**src/rtl/mpb_pkg.sv**
```systemverilog
package mpb_pkg;

  localparam int HALF_W = 16;
  localparam logic [4:0] PAGE_REGNUM = 5'h1f;
  localparam logic [4:0] HI_REGNUM   = 5'h10;

  typedef enum logic [2:0] {
    SLOT_NONE,
    SLOT_PAGE,
    SLOT_LO,
    SLOT_HI,
    SLOT_GAP
  } slot_e;

  function automatic slot_e slot_of(input logic hit, input logic [4:0] regnum);
    if (!hit)                       return SLOT_NONE;
    else if (regnum == PAGE_REGNUM) return SLOT_PAGE;
    else if (!regnum[4])            return SLOT_LO;
    else if (regnum == HI_REGNUM)   return SLOT_HI;
    else                            return SLOT_GAP;
  endfunction

endpackage

```
**src/rtl/mpb_decode.sv**
```systemverilog
module mpb_decode
  import mpb_pkg::*;
#(
  parameter logic [4:0] PHY_ADDR = 5'h1f
) (
  input  logic       txn_valid,
  input  logic       txn_write,
  input  logic [4:0] txn_phy,
  input  logic [4:0] txn_reg,
  output logic       hit,
  output logic       ev_page_wr,
  output logic       ev_page_rd,
  output logic       ev_lo_wr,
  output logic       ev_lo_rd,
  output logic       ev_hi_wr,
  output logic       ev_hi_rd,
  output logic       ev_gap_rd
);
  slot_e slot;

  always_comb begin
    hit        = txn_valid && (txn_phy == PHY_ADDR);
    slot       = slot_of(hit, txn_reg);
    ev_page_wr = (slot == SLOT_PAGE) &&  txn_write;
    ev_page_rd = (slot == SLOT_PAGE) && !txn_write;
    ev_lo_wr   = (slot == SLOT_LO)   &&  txn_write;
    ev_lo_rd   = (slot == SLOT_LO)   && !txn_write;
    ev_hi_wr   = (slot == SLOT_HI)   &&  txn_write;
    ev_hi_rd   = (slot == SLOT_HI)   && !txn_write;
    ev_gap_rd  = (slot == SLOT_GAP)  && !txn_write;
  end
endmodule

```
**src/rtl/mpb_page_reg.sv**
```systemverilog
module mpb_page_reg #(
  parameter int PAGE_W = 10
) (
  input  logic              clk,
  input  logic              rst_n,
  input  logic              load,
  input  logic [PAGE_W-1:0] din,
  output logic [PAGE_W-1:0] page
);
  always_ff @(posedge clk) begin
    if (!rst_n)    page <= '0;
    else if (load) page <= din;
  end
endmodule

```
**src/rtl/mpb_wr_stage.sv**
```systemverilog
module mpb_wr_stage
  import mpb_pkg::*;
#(
  parameter int ADDR_W = 16
) (
  input  logic              clk,
  input  logic              rst_n,
  input  logic              lo_wr,
  input  logic              hi_wr,
  input  logic [HALF_W-1:0] wdata,
  input  logic [ADDR_W-1:0] addr_in,
  output logic              bus_wr,
  output logic [ADDR_W-1:0] wr_addr,
  output logic [2*HALF_W-1:0] bus_wdata
);
  logic [HALF_W-1:0] lo_hold;
  logic [ADDR_W-1:0] addr_hold;

  always_ff @(posedge clk) begin
    if (!rst_n) begin
      lo_hold   <= '0;
      addr_hold <= '0;
    end else if (lo_wr) begin
      lo_hold   <= wdata;
      addr_hold <= addr_in;
    end
  end

  always_comb begin
    bus_wr    = hi_wr;
    wr_addr   = addr_hold;
    bus_wdata = {wdata, lo_hold};
  end
endmodule

```
**src/rtl/mpb_rd_stage.sv**
```systemverilog
module mpb_rd_stage
  import mpb_pkg::*;
#(
  parameter int PAGE_W = 10
) (
  input  logic                clk,
  input  logic                rst_n,
  input  logic                lo_rd,
  input  logic                hi_rd,
  input  logic                page_rd,
  input  logic                gap_rd,
  input  logic [PAGE_W-1:0]   page,
  input  logic [2*HALF_W-1:0] bus_rdata,
  output logic                bus_rd,
  output logic                rsp_valid,
  output logic [HALF_W-1:0]   rsp_data
);
  logic [HALF_W-1:0] hi_hold;
  logic [HALF_W-1:0] rsp_next;
  logic              any_rd;

  always_comb begin
    bus_rd = lo_rd;
    any_rd = lo_rd || hi_rd || page_rd || gap_rd;
    if (lo_rd)        rsp_next = bus_rdata[HALF_W-1:0];
    else if (hi_rd)   rsp_next = hi_hold;
    else if (page_rd) rsp_next = {{(HALF_W-PAGE_W){1'b0}}, page};
    else              rsp_next = '0;
  end

  always_ff @(posedge clk) begin
    if (!rst_n) begin
      hi_hold   <= '0;
      rsp_valid <= 1'b0;
      rsp_data  <= '0;
    end else begin
      rsp_valid <= any_rd;
      if (any_rd) rsp_data <= rsp_next;
      if (lo_rd)  hi_hold  <= bus_rdata[2*HALF_W-1:HALF_W];
    end
  end
endmodule

```
**src/rtl/mdio_page_bridge.sv**
```systemverilog
module mdio_page_bridge
  import mpb_pkg::*;
#(
  parameter logic [4:0] PHY_ADDR = 5'h1f,
  parameter int         PAGE_W   = 10,
  parameter int         SEL_W    = 4,
  localparam int        ADDR_W   = PAGE_W + SEL_W + 2,
  localparam int        WORD_W   = 2 * HALF_W
) (
  input  logic              clk,
  input  logic              rst_n,
  input  logic              txn_valid,
  input  logic              txn_write,
  input  logic [4:0]        txn_phy,
  input  logic [4:0]        txn_reg,
  input  logic [HALF_W-1:0] txn_wdata,
  output logic              txn_claim,
  output logic              rsp_valid,
  output logic [HALF_W-1:0] rsp_data,
  output logic [ADDR_W-1:0] bus_addr,
  output logic              bus_wr,
  output logic              bus_rd,
  output logic [WORD_W-1:0] bus_wdata,
  input  logic [WORD_W-1:0] bus_rdata
);
  function automatic logic [ADDR_W-1:0] word_addr(input logic [PAGE_W-1:0] pg,
                                                   input logic [SEL_W-1:0]  sl);
    return {pg, sl, 2'b00};
  endfunction

  logic ev_page_wr, ev_page_rd, ev_lo_wr, ev_lo_rd, ev_hi_wr, ev_hi_rd, ev_gap_rd;
  logic [PAGE_W-1:0] page;
  logic [ADDR_W-1:0] sel_addr;
  logic [ADDR_W-1:0] wr_addr;

  mpb_decode #(.PHY_ADDR(PHY_ADDR)) u_dec (
    .txn_valid (txn_valid),
    .txn_write (txn_write),
    .txn_phy   (txn_phy),
    .txn_reg   (txn_reg),
    .hit       (txn_claim),
    .ev_page_wr(ev_page_wr),
    .ev_page_rd(ev_page_rd),
    .ev_lo_wr  (ev_lo_wr),
    .ev_lo_rd  (ev_lo_rd),
    .ev_hi_wr  (ev_hi_wr),
    .ev_hi_rd  (ev_hi_rd),
    .ev_gap_rd (ev_gap_rd)
  );

  mpb_page_reg #(.PAGE_W(PAGE_W)) u_page (
    .clk  (clk),
    .rst_n(rst_n),
    .load (ev_page_wr),
    .din  (txn_wdata[PAGE_W-1:0]),
    .page (page)
  );

  assign sel_addr = word_addr(page, txn_reg[SEL_W-1:0]);

  mpb_wr_stage #(.ADDR_W(ADDR_W)) u_wr (
    .clk      (clk),
    .rst_n    (rst_n),
    .lo_wr    (ev_lo_wr),
    .hi_wr    (ev_hi_wr),
    .wdata    (txn_wdata),
    .addr_in  (sel_addr),
    .bus_wr   (bus_wr),
    .wr_addr  (wr_addr),
    .bus_wdata(bus_wdata)
  );

  mpb_rd_stage #(.PAGE_W(PAGE_W)) u_rd (
    .clk      (clk),
    .rst_n    (rst_n),
    .lo_rd    (ev_lo_rd),
    .hi_rd    (ev_hi_rd),
    .page_rd  (ev_page_rd),
    .gap_rd   (ev_gap_rd),
    .page     (page),
    .bus_rdata(bus_rdata),
    .bus_rd   (bus_rd),
    .rsp_valid(rsp_valid),
    .rsp_data (rsp_data)
  );

  assign bus_addr = bus_wr ? wr_addr : sel_addr;
endmodule

```
**config.mk**
```make
export PLATFORM = sky130hd
export DESIGN_NAME = mdio_page_bridge
export DESIGN_NICKNAME = d
export VERILOG_FILES = /design/src/rtl/mpb_pkg.sv /design/src/rtl/mpb_decode.sv /design/src/rtl/mpb_page_reg.sv /design/src/rtl/mpb_wr_stage.sv /design/src/rtl/mpb_rd_stage.sv /design/src/rtl/mdio_page_bridge.sv
export SDC_FILE = /design/constraint.sdc
export NUM_CORES = 1
export LEC_CHECK = 0
export ABC_CLOCK_PERIOD_IN_PS = 4500
export BUFFER_PORTS_ARGS = -buffer_cell sky130_fd_sc_hd__buf_2
export CAP_MARGIN = 5
export CORE_AREA = 5 5 88 90
export CTS_CLUSTER_SIZE = 8
export DETAILED_ROUTE_END_ITERATION = 6
export DIE_AREA = 0 0 93 95
export PLACE_DENSITY_LB_ADDON = 0.3
export SLEW_MARGIN = 20
export SYNTH_ARGS = -nofsm -noshare
export SYNTH_HDL_FRONTEND = slang
export SYNTH_HIERARCHICAL = 1
export SYNTH_SLANG_ARGS = --single-unit
```
**constraint.sdc**
```tcl
create_clock -name clk -period 4.5 [get_ports clk]
set_input_delay 0 -clock clk [delete_from_list [all_inputs] [get_ports clk]]
set_output_delay 0 -clock clk [all_outputs]
set_load 0.01 [all_outputs]
```
## Yosys cells after proc, flatten, opt, wreduce, memory -nomap -nowiden

Cells that the tools add are included.

| cells by class | value |
|---|---|
| reductions and logical operators | 12 |
| equality and inequality tests | 7 |
| mux-type cells | 8 |

Operator list:

| operator | number |
|---|---|
| 16-bit two-way mux | 3 |
| 5-bit equality test (second input constant) | 3 |
| 3-bit two-way mux | 4 |
| 10-bit two-way mux | 1 |
| 1-bit logical AND | 8 |
| 3-bit by 2-bit equality test with 1-bit output (second input constant) | 2 |
| 3-bit by 1-bit equality test with 1-bit output (second input constant) | 1 |
| 3-bit equality test (second input constant) | 1 |
| 1-bit logical OR | 3 |
| 1-bit logical NOT | 1 |

| word-level totals | value |
|---|---|
| word-level logic and storage cells | 33 |
| bits of input ports | 62 |
| register bits after elaboration | 73 |
| output and inout port bits | 68 |

## Depth between registers and ports, before layout

| logic depth | value |
|---|---|
| word-level depth | 10 |
| mapped depth | 7 |
| gate-level depth less buffers | 5 |

## Hierarchy

Netlist, hierarchy kept.

Modules (own cells, without submodules):

| module | cells an instance | times used | sequential area each (µm²) | area each (µm²) |
|---|---|---|---|---|
| mpb_rd_stage | 155 | 1 | 660.6 | 1463.9 |
| mpb_wr_stage | 120 | 1 | 640.6 | 1371.3 |
| mpb_page_reg | 31 | 1 | 200.2 | 374.1 |
| mdio_page_bridge | 19 | 1 | 0.0 | 237.7 |
| mpb_decode | 16 | 1 | 0.0 | 101.3 |

## Least setup slack after synthesis

No wires, ideal clock.

| path | value |
|---|---|
| path type | input -> register |
| start point | input txn_reg[1] |
| end point | register u_rd.rsp_data[0] |
| stages | 7 |
| path buffers | 2 |
| required time | 4.430 ns |
| setup time | 0.070 ns |
| slack | 2.597 ns |
| data arrival time | 1.833 ns |
| cell sequence | or4_4 nor4_1 buf_2 buf_2 nand2_1 a21o_1 a21oi_1 |

| between the ends | value |
|---|---|
| cells in the longest elaborated chain, start to end | 10 |
| elaborated cells on any way between the ends | 20 |
| those cells by class | 6 x eq/ne; 7 x mux; 7 x reduce/logical |

Ends and longest elaborated chain:

| what | line | text |
|---|---|---|
| start, declared | mdio_page_bridge.sv:15 | `input logic [4:0] txn_reg,` |
| 5-bit equality test | mpb_pkg.sv:19 | `else if (regnum == HI_REGNUM) return SLOT_HI;` |
| 3-bit two-way mux | mpb_pkg.sv:19 |  |
| 3-bit two-way mux | mpb_pkg.sv:18 | `else if (!regnum[4]) return SLOT_LO;` |
| 3-bit two-way mux * | mpb_pkg.sv:17 | `else if (regnum == PAGE_REGNUM) return SLOT_PAGE;` |
| 3-bit two-way mux * | mpb_pkg.sv:16 | `if (!hit) return SLOT_NONE;` |
| 3-bit by 2-bit equality test with 1-bit output * | mpb_decode.sv:29 | `ev_hi_rd = (slot == SLOT_HI) && !txn_write;` |
| 1-bit logical AND * | mpb_decode.sv:29 |  |
| net ev_hi_rd | mdio_page_bridge.sv:31 | `logic ev_page_wr, ev_page_rd, ev_lo_wr, ev_lo_rd, ev_hi_wr, ev_hi_rd, ev_gap_rd;` |
| 1-bit logical OR (3 in a row) | mpb_rd_stage.sv:24 | `any_rd = lo_rd \|\| hi_rd \|\| page_rd \|\| gap_rd;` |
| end signal, assigned | mpb_rd_stage.sv:38 | `if (any_rd) rsp_data <= rsp_next;` |
| end, declared | mpb_rd_stage.sv:16 | `output logic [HALF_W-1:0] rsp_data` |

Mark *: on every way through the listed nets, which the timed path passes. The rest lies on a longest branch.
A chain may end at the register's enable or synchronous reset.

## Worst setup path in the final report

| path | value |
|---|---|
| start point | input txn_reg[1] |
| end point | output bus_addr[15] |

| between the ends | value |
|---|---|
| cells in the longest elaborated chain, start to end | 8 |
| elaborated cells on any way between the ends | 9 |
| those cells by class | 3 x eq/ne; 5 x mux; 1 x reduce/logical |

Ends and longest elaborated chain:

| what | line | text |
|---|---|---|
| 5-bit equality test | mpb_pkg.sv:19 |  |
| 3-bit two-way mux | mpb_pkg.sv:19 |  |
| 3-bit two-way mux | mpb_pkg.sv:18 |  |
| 3-bit two-way mux * | mpb_pkg.sv:17 |  |
| 3-bit two-way mux * | mpb_pkg.sv:16 |  |
| 3-bit by 2-bit equality test with 1-bit output * | mpb_decode.sv:28 | `ev_hi_wr = (slot == SLOT_HI) && txn_write;` |
| 1-bit logical AND * | mpb_decode.sv:28 |  |
| 16-bit two-way mux * | mdio_page_bridge.sv:87 | `assign bus_addr = bus_wr ? wr_addr : sel_addr;` |
| end, declared | mdio_page_bridge.sv:20 | `output logic [ADDR_W-1:0] bus_addr,` |

Mark *: on every way between the ends. The rest lies on a longest branch, timed or not.

==> key figures <==
Synth
  • Warnings from Yosys: 6
  • #FFs+latches synth: 75
  • Most frequently used flop master after synthesis: dfxtp_1
  • Synth Area per Inst: 10.4 µm²
  • Top post-synthesis cells by area: dfxtp_1 (42%), mux2i_1 (14%), nor2b_1 (12%), buf_4 (4.2%), mux2_4 (3.4%)
  • Post-synth EDFFs: 0
  • Sequential-to-total area share from yosys stat: 42.3%
  • Synth unique cells: 39
  • Post-synth top area share: 42.3%
  • Largest area contributor in the netlist: dfxtp_1
  • Async S/R FF share, synth: 0%
  • Synth Instances: 341
  • Synth Cell Area: 0.00355 mm²

Drt
  • Detailed Route WL: 8730 µm
  • Via count: 2,918
  • Drt wl/cell: 14.9 µm
  • Iter 0 DRT Violations: 130
  • Residual DRC count: 0
  • First-pass iteration count of the detailed router: 5
  • Vias/cell: 4.99
  • Antenna-violating nets left: 0

Global routing
  • Largest net degree at the start of global routing: 76
  • Congestion Overflow GR: 0
  • Antenna violations before repair: 0
  • Number of global-route vias before repair: 2,910
  • First-pass GRT wire length: 13,900 µm
  • GRT Overall Usage: 19.9%

Cells and area
  • ANT cells: 0
  • Layout cells sized above 1: 34.8%
  • Nets: 560
  • Final cell count without fillers: 585
  • P&R area growth vs syn: 34.3%
  • Final Util: 68.2%
  • Fin area: 0.00476 mm²

Timing
  • Setup total negative slack: 0 ns
  • FMAX: 0.449 GHz
  • Final WS setup: 2.27 ns
  • Worst slew pin tran: 1.03 ns
  • # setup viols final: 0
  • Final hold violation count: 0
  • Skew final: 0.00821 ns
  • Final Max Slew Viols: 0
  • Final period utilization: 49.5%
  • RSZ-0062 raised after global routing: false
  • Fin crit period: 2.23 ns
  • Tightest hold margin: 0.0272 ns
  • Max-Slew Margin vs Limit: 31.6%

Outcome
  • Status: finished clean

Min path
  • Worst Hold Path EP: u_rd/rsp_data[7]
  • Tightest Hold Check Type: primary input to flop
  • Hold depth: 3
  • HP Start: bus_rdata[7]

Floorplanning
  • Die area: 0.00884 mm²
  • # IOs: 130
  • Die width: 93 µm
  • Row count: 31
  • Initial core utilization: 50.8%
  • Core box area: 0.00698 mm²
  • Die Y: 95 µm

Worst setup path
  • Startpoint types: primary input
  • Critical path class: primary input to output port
  • CP endpoint kind: output port
  • WP data arrival: 2.23 ns
  • Largest fanout on the critical path: 17
  • CP required: 4.50 ns
  • Reg-to-Reg End: u_rd/rsp_data[11]
  • R2R cell count: 3
  • Worst R2R Setup Slack: 3.58 ns
  • RR Startpoint: u_rd/hi_hold[11]

CTS
  • Clock Path Buffers: 2
  • Setup Buffers After CTS: 0
  • CTS HTree Levels: 3
  • CTS tree: built
  • Clk pin slew, worst setup/hold paths: 0.07 ns
  • # resized after CTS: 0
  • CTS sink count: 75
  • Num CTS Buffers: 9
  • Clock Latency Late Sink: 0.34 ns
  • CTS root buf: clkbuf_8
  • Hold buffers post-CTS: 50

Placement
  • Place WS: 2.48 ns
  • GPL Wtd Cong: 0.712
  • Placed cell area: 0.00405 mm²
  • Post-DP HPWL: 5430 µm
  • Number of port buffers: 129
  • Placed insts: 519

Power and ir drop
  • Overall Power: 1.34 mW
  • VDD IR max: 179 µV
  • Static Leak: 2.00 nW
  • Pwr Density: 281 mW/mm²

Flow run
  • Max-Cap Viols: 0
state kept, by name, summed over array words and instances (netlist names):
name            cells
u_rd/hi_hold       16
u_rd/rsp_data      16
u_page/page        10
u_wr/lo_hold       16
u_rd/rsp_valid      1
u_wr/wr_addr       16
worst max-delay path by stage:
stage,from,endpoint,slack (ns),depth (start not counted)
2_1_floorplan,txn_reg[1],u_rd/rsp_data[0],2.60,7
3_3_place_gp,txn_valid,u_rd/rsp_data[4],2.56,6
3_5_place_dp,txn_valid,u_rd/rsp_data[6],2.48,6
4_1_cts,txn_reg[1],bus_addr[15],2.26,7
5_1_grt,txn_reg[1],bus_addr[15],2.18,7
6_report,txn_reg[1],bus_addr[15],2.27,7
report_power, final:
group | switching [mW] | leakage (nW) | internal [mW]
sequential | 0.000838 | 0.604 | 0.665
combinational | 0.0441 | 1.29 | 0.0682
clock | 0.247 | 0.103 | 0.313
placed cells by master (no fill, tap or decap), drive strengths merged:
| master | Yosys | routed |
|---|---|---|
| nand3b | 2 | 2 |
| a22o | 1 | 1 |
| or3 | 1 | 1 |
| or4 | 2 | 2 |
| nor4bb | 1 | 1 |
| a21oi | 17 | 17 |
| mux2 | 14 | 14 |
| nand3 | 1 | 1 |
| and2b | 2 | 2 |
| a22oi | 9 | 9 |
| o21ai | 10 | 10 |
| inv | 2 | 3 |
| a21o | 8 | 8 |
| and2 | 4 | 4 |
| mux2i | 51 | 51 |
| a21boi | 1 | 1 |
| nor4 | 5 | 5 |
| dlygate4sd3 | 0 | 50 |
| nand4b | 1 | 1 |
| nor3b | 1 | 1 |
| nor3 | 2 | 2 |
| buf | 34 | 135 |
| nand4 | 2 | 2 |
| bufinv | 0 | 2 |
| a222oi | 6 | 6 |
| clkinv | 0 | 1 |
| conb | 1 | 2 |
| clkinvlp | 0 | 2 |
| nor2b | 69 | 69 |
| clkbuf | 6 | 10 |
| dfxtp | 75 | 75 |
| nand2 | 10 | 10 |
| nor2 | 3 | 3 |
routing by layer:
layer / track usage [%] / up-vias / part of all wire (%) / wire (µm)
met3: 4.94 / 7 / 5.9 / 517
met4: 7.08 / 0 / 1.0 / 87
met2: 34.1 / 83 / 50 / 4350
met5: 0 / - / 0 / 0
li1: - / 1483 / - / -
met1: 24.3 / 1345 / 43 / 3780
Yosys cell counts, types with 2 or more instances:
cell	instances
a21o_1	8
a21oi_1	17
a222oi_1	6
a22oi_1	9
and2_1	2
and2_2	2
and2b_1	2
buf_12	4
buf_2	5
buf_4	20
buf_6	4
clkbuf_1	6
dfxtp_1	75
inv_1	2
mux2_2	6
mux2_4	8
mux2i_1	51
nand2_1	10
nand3b_1	2
nand4_1	2
nor2_1	3
nor2b_1	69
nor3_1	2
nor4_1	4
o21ai_1	8
cells by family (layout without fill, tap and decap cells):
family                 Yosys count  after routing  synth area share (%)
multiplexers                    65             65                  19.7
buffers and inverters           42            203                  9.41
other                            1              2                 0.106
flip-flops                      75             75                  42.3
AO/OA/AOI/OAI                   52             52                  9.66
AND/OR/NAND/NOR                106            106                  18.8
layout make-up:
type | instances | area (µm²)
clock buffer | 10 | 128
clock inverter | 6 | 88.8
fill | 538 | 2220
inverter | 2 | 7.51
multi-input combinational | 225 | 1750
sequential | 75 | 1500
tap | 82 | 103
timing repair buffer | 185 | 1190
worst max-delay path, cell delays in order:
cell and delay, ns:
dlygate4sd3_1 0.53, buf_2 0.14, or4_4 0.56, nor4_2 0.16
buf_4 0.33, mux2_2 0.37, buf_2 0.14
No activity file was read; power rests on OpenSTA's default activity.
